==> src/rtl/bdm_pkg.sv <==
package bdm_pkg;
  localparam int FIELD_W = 8;
  localparam int BANK_W  = 4;
  localparam int REG_W   = 8;
  localparam int ADDR_W  = FIELD_W + BANK_W;

  typedef enum logic {
    MODE_WINDOW = 1'b0,
    MODE_BANKED = 1'b1
  } addr_mode_e;
endpackage

==> src/rtl/bdm_bank_reg.sv <==
module bdm_bank_reg #(
  parameter int BANK_W = 4,
  parameter int REG_W  = 8
) (
  input  logic             clk,
  input  logic             rst_n,
  input  logic             ld_i,
  input  logic [REG_W-1:0] lit_i,
  output logic [BANK_W-1:0] bank_o,
  output logic [REG_W-1:0]  rb_o
);
  localparam int PAD_W = REG_W - BANK_W;

  logic [BANK_W-1:0] bank_q;

  // only the low nibble is stored; upper literal bits are dropped
  always_ff @(posedge clk or negedge rst_n) begin
    if (!rst_n)    bank_q <= '0;
    else if (ld_i) bank_q <= lit_i[BANK_W-1:0];
  end

  assign bank_o = bank_q;

  generate
    if (PAD_W > 0) begin : g_pad
      assign rb_o = {{PAD_W{1'b0}}, bank_q};
    end else begin : g_nopad
      assign rb_o = bank_q[REG_W-1:0];
    end
  endgenerate
endmodule

==> src/rtl/bdm_window_map.sv <==
module bdm_window_map #(
  parameter int FIELD_W = 8,
  parameter int ADDR_W  = 12,
  parameter int SPLIT   = 128
) (
  input  logic [FIELD_W-1:0] fld_i,
  output logic [ADDR_W-1:0]  addr_o
);
  localparam int HI_W = ADDR_W - FIELD_W;

  logic upper_half;

  // low field values reach the bottom of RAM, high ones the top page
  assign upper_half = (int'(fld_i) >= SPLIT);
  assign addr_o = {{HI_W{upper_half}}, fld_i};
endmodule

==> src/rtl/bdm_addr_select.sv <==
module bdm_addr_select #(
  parameter int FIELD_W = 8,
  parameter int BANK_W  = 4,
  parameter int ADDR_W  = 12
) (
  input  bdm_pkg::addr_mode_e mode_i,
  input  logic [FIELD_W-1:0]  fld_i,
  input  logic [BANK_W-1:0]   bank_i,
  input  logic [ADDR_W-1:0]   win_addr_i,
  output logic [ADDR_W-1:0]   addr_o
);
  always_comb begin
    unique case (mode_i)
      bdm_pkg::MODE_BANKED: addr_o = {bank_i, fld_i};
      default:              addr_o = win_addr_i;
    endcase
  end
endmodule

==> src/rtl/bdm_addr_gen.sv <==
module bdm_addr_gen
  import bdm_pkg::*;
#(
  parameter int SPLIT = 128
) (
  input  logic              clk,
  input  logic              rst_n,
  input  logic [FIELD_W-1:0] fld_i,
  input  logic              bank_mode_i,
  input  logic              bank_ld_i,
  input  logic [REG_W-1:0]  bank_lit_i,
  output logic [REG_W-1:0]  bank_rb_o,
  output logic [ADDR_W-1:0] addr_o
);
  logic [BANK_W-1:0] bank_cur;
  logic [ADDR_W-1:0] win_addr;
  addr_mode_e        mode;

  assign mode = addr_mode_e'(bank_mode_i);

  bdm_bank_reg #(.BANK_W(BANK_W), .REG_W(REG_W)) u_reg (
    .clk    (clk),
    .rst_n  (rst_n),
    .ld_i   (bank_ld_i),
    .lit_i  (bank_lit_i),
    .bank_o (bank_cur),
    .rb_o   (bank_rb_o)
  );

  bdm_window_map #(.FIELD_W(FIELD_W), .ADDR_W(ADDR_W), .SPLIT(SPLIT)) u_win (
    .fld_i  (fld_i),
    .addr_o (win_addr)
  );

  bdm_addr_select #(.FIELD_W(FIELD_W), .BANK_W(BANK_W), .ADDR_W(ADDR_W)) u_sel (
    .mode_i     (mode),
    .fld_i      (fld_i),
    .bank_i     (bank_cur),
    .win_addr_i (win_addr),
    .addr_o     (addr_o)
  );
endmodule

==> config.mk <==
export PLATFORM = sky130hd
export DESIGN_NAME = bdm_addr_gen
export DESIGN_NICKNAME = d
export VERILOG_FILES = /design/src/rtl/bdm_pkg.sv /design/src/rtl/bdm_bank_reg.sv /design/src/rtl/bdm_window_map.sv /design/src/rtl/bdm_addr_select.sv /design/src/rtl/bdm_addr_gen.sv
export SDC_FILE = /design/constraint.sdc
export NUM_CORES = 1
export LEC_CHECK = 0
export BUFFER_PORTS_ARGS = -buffer_cell sky130_fd_sc_hd__buf_2
export CORE_AREA = 8 8 45 47
export CTS_BUF_LIST = sky130_fd_sc_hd__clkbuf_8 sky130_fd_sc_hd__clkbuf_16
export CTS_CLUSTER_DIAMETER = 200
export DETAILED_ROUTE_END_ITERATION = 7
export DIE_AREA = 0 0 53 55
export GPL_TIMING_DRIVEN = 0
export PLACE_DENSITY = 0.69
export SETUP_SLACK_MARGIN = 0.05
export SLEW_MARGIN = 20
export SYNTH_ARGS = -nofsm -noshare
export SYNTH_HDL_FRONTEND = slang
export SYNTH_SLANG_ARGS = --single-unit
==> constraint.sdc <==
create_clock -name clk -period 2.3 [get_ports clk]
set_clock_uncertainty 0.15 [all_clocks]
set_input_delay 0.23 -clock clk [delete_from_list [all_inputs] [get_ports clk]]
set_output_delay 0.23 -clock clk [all_outputs]
set_load 0.01 [all_outputs]
==> results.sh, run 1 <==
export IMPL_outcome="complete, no violations"
export IMPL_crit_chain="mux2_2 -> buf_2"
export IMPL_drcViolationCount=0
export IMPL_startpoint="u_reg.bank_o[0]$_DFFE_PN0P_"
export IMPL_layout_drive_gt1_share_pct=83.93
export IMPL_whs_path_depth=2
export IMPL_grt_max_degree=6
export IMPL_grt_pass1_wl_um=1076
export IMPL_port_buffer_count=24
export IMPL_syn_inst=25
export IMPL_p_per_area_nw_per_um2=627.0
export IMPL_antenna_cells=0
export IMPL_fill_cells=159
export IMPL_syn2layout_area_growth_pct=71.37
export IMPL_grt_usage_pct=5.205
export IMPL_yosysTopAreaCell="dfrtp_1"
export IMPL_crit_path_max_fanout=3
export IMPL_clkSlewWorstSetupHoldPaths_ps=30
export IMPL_hold_viol=0
export IMPL_drtIter0Drc=1
export IMPL_postRouteAntennaNets=0
export IMPL_die_x_um=53
export IMPL_cp_slowest_cell="dfrtp_1"
export IMPL_nets=78
export IMPL_critPathArrivalTime_ps=1000
export IMPL_cts_sinks=4
export IMPL_grt_pass1_vias=268
export IMPL_min_delay_path_class="primary input to register"
export IMPL_reg2regPathDepth=1
export IMPL_root_buffer="clkbuf_8"
export IMPL_chipHeight_um=55
export IMPL_rr_startpoint="u_reg.bank_o[3]$_DFFE_PN0P_"
export IMPL_avgRoutedWirePerCell_um=11.36
export IMPL_cts_tree="done"
export IMPL_yosysWarnings=0
export IMPL_critPathRequiredTime_ps=1920
export IMPL_rrSetupSlack_ps=1390
export IMPL_place_gp_congestion=0.6787
export IMPL_dieArea_um2=2915
export IMPL_grt_ovfl_total=0
export IMPL_fin_crit_sh_pct=59.80
export IMPL_postSynthAreaPerCell_um2=11.36
export IMPL_fin_crit_ps=1375
export IMPL_fin_area_um2=486.7
export IMPL_power_mw=0.3052
export IMPL_ctsResizeCount=0
export IMPL_drt_first_pass_iters=2
export IMPL_r2r_end="u_reg.bank_o[3]$_DFFE_PN0P_"
export IMPL_ios=40
export IMPL_ir_worst_vdd_mv=0.2808
export IMPL_cts_buffer_depth=2
export IMPL_cts_max_level=1
export IMPL_grt_setup_unrepaired="no"
export IMPL_leakagePower_nw=0.2719
export IMPL_initial_core_util_pct=20.52
export IMPL_endpoint_kind="output pin"
export IMPL_cts_buffers_inserted=3
export IMPL_crit_type="register to output pin"
export IMPL_post_place_ws_ps=1093
export IMPL_finalWirelength_um=818
export IMPL_fmax_mhz=727.1
export IMPL_hold_path_endpoint="u_reg.bank_o[0]$_DFFE_PN0P_"
export IMPL_cpPeakStageDelay_ps=380
export IMPL_finalSetupViolCount=0
export IMPL_finalSetupTns_ps=0
export IMPL_seq_area_frac_synth_pct=35.24
export IMPL_clk_latency_ps=210
export IMPL_crit_path_start_kind="register"
export IMPL_synth_top_cell_area_share_pct=35.24
export IMPL_core_um2=1384
export IMPL_synth_cell_types=4
export IMPL_dpl_instance_area_um2=435.4
export IMPL_vias_per_cell=3.556
export IMPL_drv_cap=0
export IMPL_synth_area_leaders="dfrtp_1 35%, buf_4 32%, mux2_2 32%"
export IMPL_vias=256
export IMPL_ys_ff_latch=4
export IMPL_antenna_found_initial=0
export IMPL_worstHoldStart="bank_lit_i[0]"
export IMPL_largest_reg_flops=4
export IMPL_fin_ws_ps=924.6
export IMPL_rows=14
export IMPL_syn_cell_area_um2=284.0
export IMPL_slew_viol_final=0
==> cells in the mapped netlist, drive strengths merged <==
cell    n
buf    12
mux2    8
dfrtp   4
conb    1
==> layout make-up <==
cell class / count / area [µm²] / area share (%)
well taps: 16 / 20.02 / 4.113
flip-flops and latches: 4 / 100.1 / 20.57
clock buffers: 3 / 41.29 / 8.483
repair buffers: 25 / 130.1 / 26.74
plain buffers: 12 / 90.09 / 18.51
multi-input cells: 12 / 105.1 / 21.59
==> routing by layer <==
metal | track usage (%) | vias to the layer above | routed length [µm]
met2 | 8.008 | 16 | 452
met5 | 0 | - | 0
met1 | 4.288 | 111 | 229
li1 | - | 129 | -
met3 | 4.545 | 0 | 136
met4 | 3.879 | 0 | 0
==> report_power, final <==
group	switching, mW	internal (mW)	total [mW]	leakage [nW]
Clock	0.0327	0.111	0.144	0.0216
Sequential	0.00470	0.0780	0.0827	0.0468
Combinational	0.0334	0.0452	0.0785	0.204
==> cells by family (layout without fill, tap and decap cells) <==
group	after synthesis	count (layout)	share of synthesized area, %
flip-flops	4	4	35.24
multiplexers	8	8	31.72
other	1	4	1.320
buffers and inverters	12	40	31.72
==> stage by stage <==
| step | hold slack, ps | util (%) | std cells |
|---|---|---|---|
| finish | 100.2 | 35.17 | 72 |
| global route | 104.9 | 35.17 | 72 |
| CTS | 98.30 | 35.17 | 72 |
| detailed placement | -111.4 | 31.46 | 68 |
| global placement | -114.0 | 31.46 | 68 |
| floorplan | -215.6 | - | 28 |
==> worst max-delay path: cells and delay by family (launching register included) <==
family	cells	cell delay, ps
buffers and inverters	1	140
multiplexers	1	260
flip-flops	1	380
==> worst max-delay path by stage <==
| stage | endpoint | slack [ps] |
|---|---|---|
| floorplan | addr_o[10] | 1230 |
| global placement | addr_o[10] | 1100 |
| detailed placement | addr_o[10] | 1090 |
| CTS | addr_o[11] | 910 |
| global route | addr_o[8] | 880 |
| finish | addr_o[8] | 920 |
==> cells in the final DEF, fill, tap and decap left out <==
cell | netlist | routed
buf_2 | 0 | 24
buf_4 | 12 | 12
clkbuf_8 | 0 | 3
conb_1 | 1 | 4
dfrtp_1 | 4 | 4
dlygate4sd3_1 | 0 | 1
mux2_2 | 8 | 8
==> repair_timing <==
item | CTS | global route
buffers inserted | 0 | 0
endpoints found under the hold margin | 4 | 0
hold buffers | 1 | 0
No activity file was read; power rests on OpenSTA's default activity.
==> run 2, diff against run 1 <==
--- a/config.mk
+++ b/config.mk
@@ -5,6 +5,7 @@
 export SDC_FILE = /design/constraint.sdc
 export NUM_CORES = 1
 export LEC_CHECK = 0
+export ABC_AREA = 1
 export BUFFER_PORTS_ARGS = -buffer_cell sky130_fd_sc_hd__buf_2
 export CORE_AREA = 8 8 45 47
 export CTS_BUF_LIST = sky130_fd_sc_hd__clkbuf_8 sky130_fd_sc_hd__clkbuf_16
@@ -12,7 +13,7 @@
 export DETAILED_ROUTE_END_ITERATION = 7
 export DIE_AREA = 0 0 53 55
 export GPL_TIMING_DRIVEN = 0
-export PLACE_DENSITY = 0.69
+export PLACE_DENSITY = 0.71
 export SETUP_SLACK_MARGIN = 0.05
 export SLEW_MARGIN = 20
 export SYNTH_ARGS = -nofsm -noshare
==> constraint.sdc (replaced) <==
create_clock -name clk -period 1.24 [get_ports clk]
set_clock_uncertainty 0.15 [all_clocks]
set_input_delay 0.124 -clock clk [delete_from_list [all_inputs] [get_ports clk]]
set_output_delay 0.124 -clock clk [all_outputs]
set_load 0.01 [all_outputs]
==> run 2 against run 1 <==
- first-iteration DRC count unchanged
- sequential power increased by 85%
- worst hold slack got worse by 79 ps
- critical path type unchanged
==> results.sh, run 2 <==
export IMPL_synth_top_cell_area_share_pct=35.40
export IMPL_power_frac_comb_pct=25.5
export IMPL_cpPeakStageDelay_ps=390
export IMPL_cts_max_level=1
export IMPL_rrSetupSlack_ps=480
export IMPL_avgRoutedWirePerCell_um=9.692
export IMPL_antenna_found_initial=0
export IMPL_finalSetupTns_ps=0
export IMPL_min_delay_path_class="primary input to register"
export IMPL_rows=14
export IMPL_crit_path_max_fanout=3
export IMPL_fin_crit_ps=1126
export IMPL_layout_common_cells="24 x buf_2, 20 x nand2_1, 12 x buf_4, 5 x dlygate4sd3_1"
export IMPL_synthTopCellsByCount="20 x nand2_1, 12 x buf_4, 4 x dfrtp_1, 2 x inv_2"
export IMPL_drtIter0Drc=1
export IMPL_drt_first_pass_iters=2
export IMPL_outcome="complete, no violations"
export IMPL_fmax_mhz=887.8
export IMPL_vias=325
export IMPL_drv_cap=0
export IMPL_cts_setup_buffers=0
export IMPL_root_buffer="clkbuf_8"
export IMPL_grt_ovfl_total=0
export IMPL_largest_reg_flops=4
export IMPL_clkPwrFrac_pct=47.6
export IMPL_grt_pass1_vias=304
export IMPL_synth_edf_count=0
export IMPL_power_switching_mw=0.1405
export IMPL_layout_drive_gt1_share_pct=56.00
export IMPL_rr_startpoint="u_reg.bank_o[3]$_DFFE_PN0P_"
export IMPL_synth_area_leaders="dfrtp_1 35%, buf_4 32%, nand2_1 27%"
export IMPL_fin_hold_ws_ps=21.23
export IMPL_nets=97
export IMPL_crit_buf_inv=1
export IMPL_fill_cells=156
export IMPL_final_core_util_pct=37.97
export IMPL_initial_core_util_pct=20.43
export IMPL_r2r_end="u_reg.bank_o[3]$_DFFE_PN0P_"
export IMPL_clk_latency_ps=220
export IMPL_finalWirelength_um=882
export IMPL_cts_tree="done"
export IMPL_syn2layout_area_growth_pct=85.84
export IMPL_dieArea_um2=2915
export IMPL_timing_critical_path_mode_cell="nand2_1"
export IMPL_synthMostInstantiatedCell="nand2_1"
export IMPL_internal_power_mw=0.4275
export IMPL_slew_viol_final=0
export IMPL_hold_viol=0
export IMPL_leakagePower_nw=0.3336
export IMPL_grt_setup_unrepaired="no"
export IMPL_clkSlewWorstSetupHoldPaths_ps=30
export IMPL_ys_ff_latch=4
export IMPL_hold_path_endpoint="u_reg.bank_o[3]$_DFFE_PN0P_"
export IMPL_yosysTopAreaCell="dfrtp_1"
export IMPL_postRouteAntennaNets=0
export IMPL_drcViolationCount=0
export IMPL_chipHeight_um=55
export IMPL_p_per_area_nw_per_um2=1081
export IMPL_power_frac_seq_pct=26.9
export IMPL_ctsResizeCount=0
export IMPL_synth_async_reset_ratio_pct=100.0
export IMPL_reg2regPathDepth=2
export IMPL_vias_per_cell=3.571
export IMPL_power_switching_share_pct=24.74
export IMPL_grt_pass1_wl_um=1276
export IMPL_port_buffer_count=24
export IMPL_ir_worst_vdd_mv=0.5906
export IMPL_cts_sinks=4
export IMPL_fin_crit_sh_pct=90.84
export IMPL_dpl_instance_area_um2=434.2
export IMPL_grt_max_degree=6
export IMPL_synthFlopType="dfrtp_1"
export IMPL_cts_buffer_depth=2
export IMPL_antenna_cells=0
export IMPL_worstHoldStart="bank_ld_i"
export IMPL_finalSetupViolCount=0
export IMPL_seq_area_frac_synth_pct=35.40
export IMPL_crit_chain="nand2_1 -> nand2_1 -> buf_2"
export IMPL_die_x_um=53
export IMPL_grt_usage_pct=6.130
export IMPL_postSynthAreaPerCell_um2=7.069
export IMPL_crit_type="register to output pin"
export IMPL_critPathRequiredTime_ps=970
export IMPL_core_um2=1384
export IMPL_place_gp_congestion=0.6912
export IMPL_cts_buffers_inserted=3
export IMPL_syn_inst=40
export IMPL_syn_cell_area_um2=282.8
export IMPL_ios=40
export IMPL_cp_slowest_cell="dfrtp_1"
export IMPL_final_common_cell="buf_2"
export IMPL_crit_path_start_kind="register"
export IMPL_whs_path_depth=3
export IMPL_yosysWarnings=0
export IMPL_cp_top_family="flip-flops"
export IMPL_critPathArrivalTime_ps=850
export IMPL_synth_cell_types=6
export IMPL_endpoint_kind="output pin"
export IMPL_fin_area_um2=525.5
==> run 2: changes by cell type after synthesis, sizes merged <==
| cell | delta |
|---|---|
| inv | +2 |
| nand2 | +21 |
| mux2 | -8 |
==> run 2: tightest hold or removal path: cells and delay by family <==
kind / cells / cell delay [ps]
buffers and inverters: 1 / 120
AND/OR/NAND/NOR: 2 / 100
==> run 2: final cells by class <==
| class | instances | area, µm² | area share [%] |
|---|---|---|---|
| Inverter | 2 | 7.507 | 1.429 |
| Tap cell | 16 | 20.02 | 3.810 |
| Buffer | 12 | 90.09 | 17.14 |
| Multi-Input combinational cell | 25 | 96.34 | 18.33 |
| Clock buffer | 3 | 41.29 | 7.857 |
| Sequential cell | 4 | 100.1 | 19.05 |
| Timing Repair Buffer | 29 | 170.2 | 32.38 |
==> run 2: power by group through the flow <==
stage	Sequential [mW]	Combinational [mW]	Clock, mW
after CTS	0.153	0.148	0.280
after global placement	0.154	0.134	0
final	0.153	0.145	0.271
after global routing	0.155	0.159	0.293
after detailed placement	0.154	0.136	0
after floorplan	0.158	0.0708	0
==> run 2: timing repair <==
item / CTS / global route
hold buffers: 5 / 0
setup endpoints to repair: 0 / 0
hold endpoints to repair: 8 / 0
==> run 2: how the worst max path moves through the flow <==
stage	start	endpoint	slack [ps]	cells past startpoint
finish	u_reg.bank_o[3]$_DFFE_PN0P_	addr_o[11]	110	3
global route	u_reg.bank_o[3]$_DFFE_PN0P_	addr_o[11]	60	3
CTS	u_reg.bank_o[3]$_DFFE_PN0P_	addr_o[11]	100	3
detailed placement	u_reg.bank_o[3]$_DFFE_PN0P_	addr_o[11]	330	3
global placement	u_reg.bank_o[2]$_DFFE_PN0P_	addr_o[10]	340	3
floorplan	u_reg.bank_o[2]$_DFFE_PN0P_	addr_o[10]	410	2
==> run 2: per-stage QoR <==
stage	total power [mW]	worst slack, ps	instances
global placement	0.2878	340.6	83
finish	0.5680	113.6	91
detailed placement	0.2899	332.5	83
global route	0.6069	60.75	91
floorplan	0.2289	407.7	43
CTS	0.5805	99.37	91
==> run 2: kinds of logic after synthesis <==
kind of cell  Yosys count  share of synthesized area, %
buf+inv                14                         34.52
flops                   4                         35.40
other cells             1                         1.326
simple gates           21                         28.76
==> run 2: layer usage <==
metal | wire length, µm | track usage [%]
met4 | 26 | 6.466
met2 | 425 | 10.55
met1 | 257 | 4.733
met3 | 172 | 3.209
met5 | 0 | 0
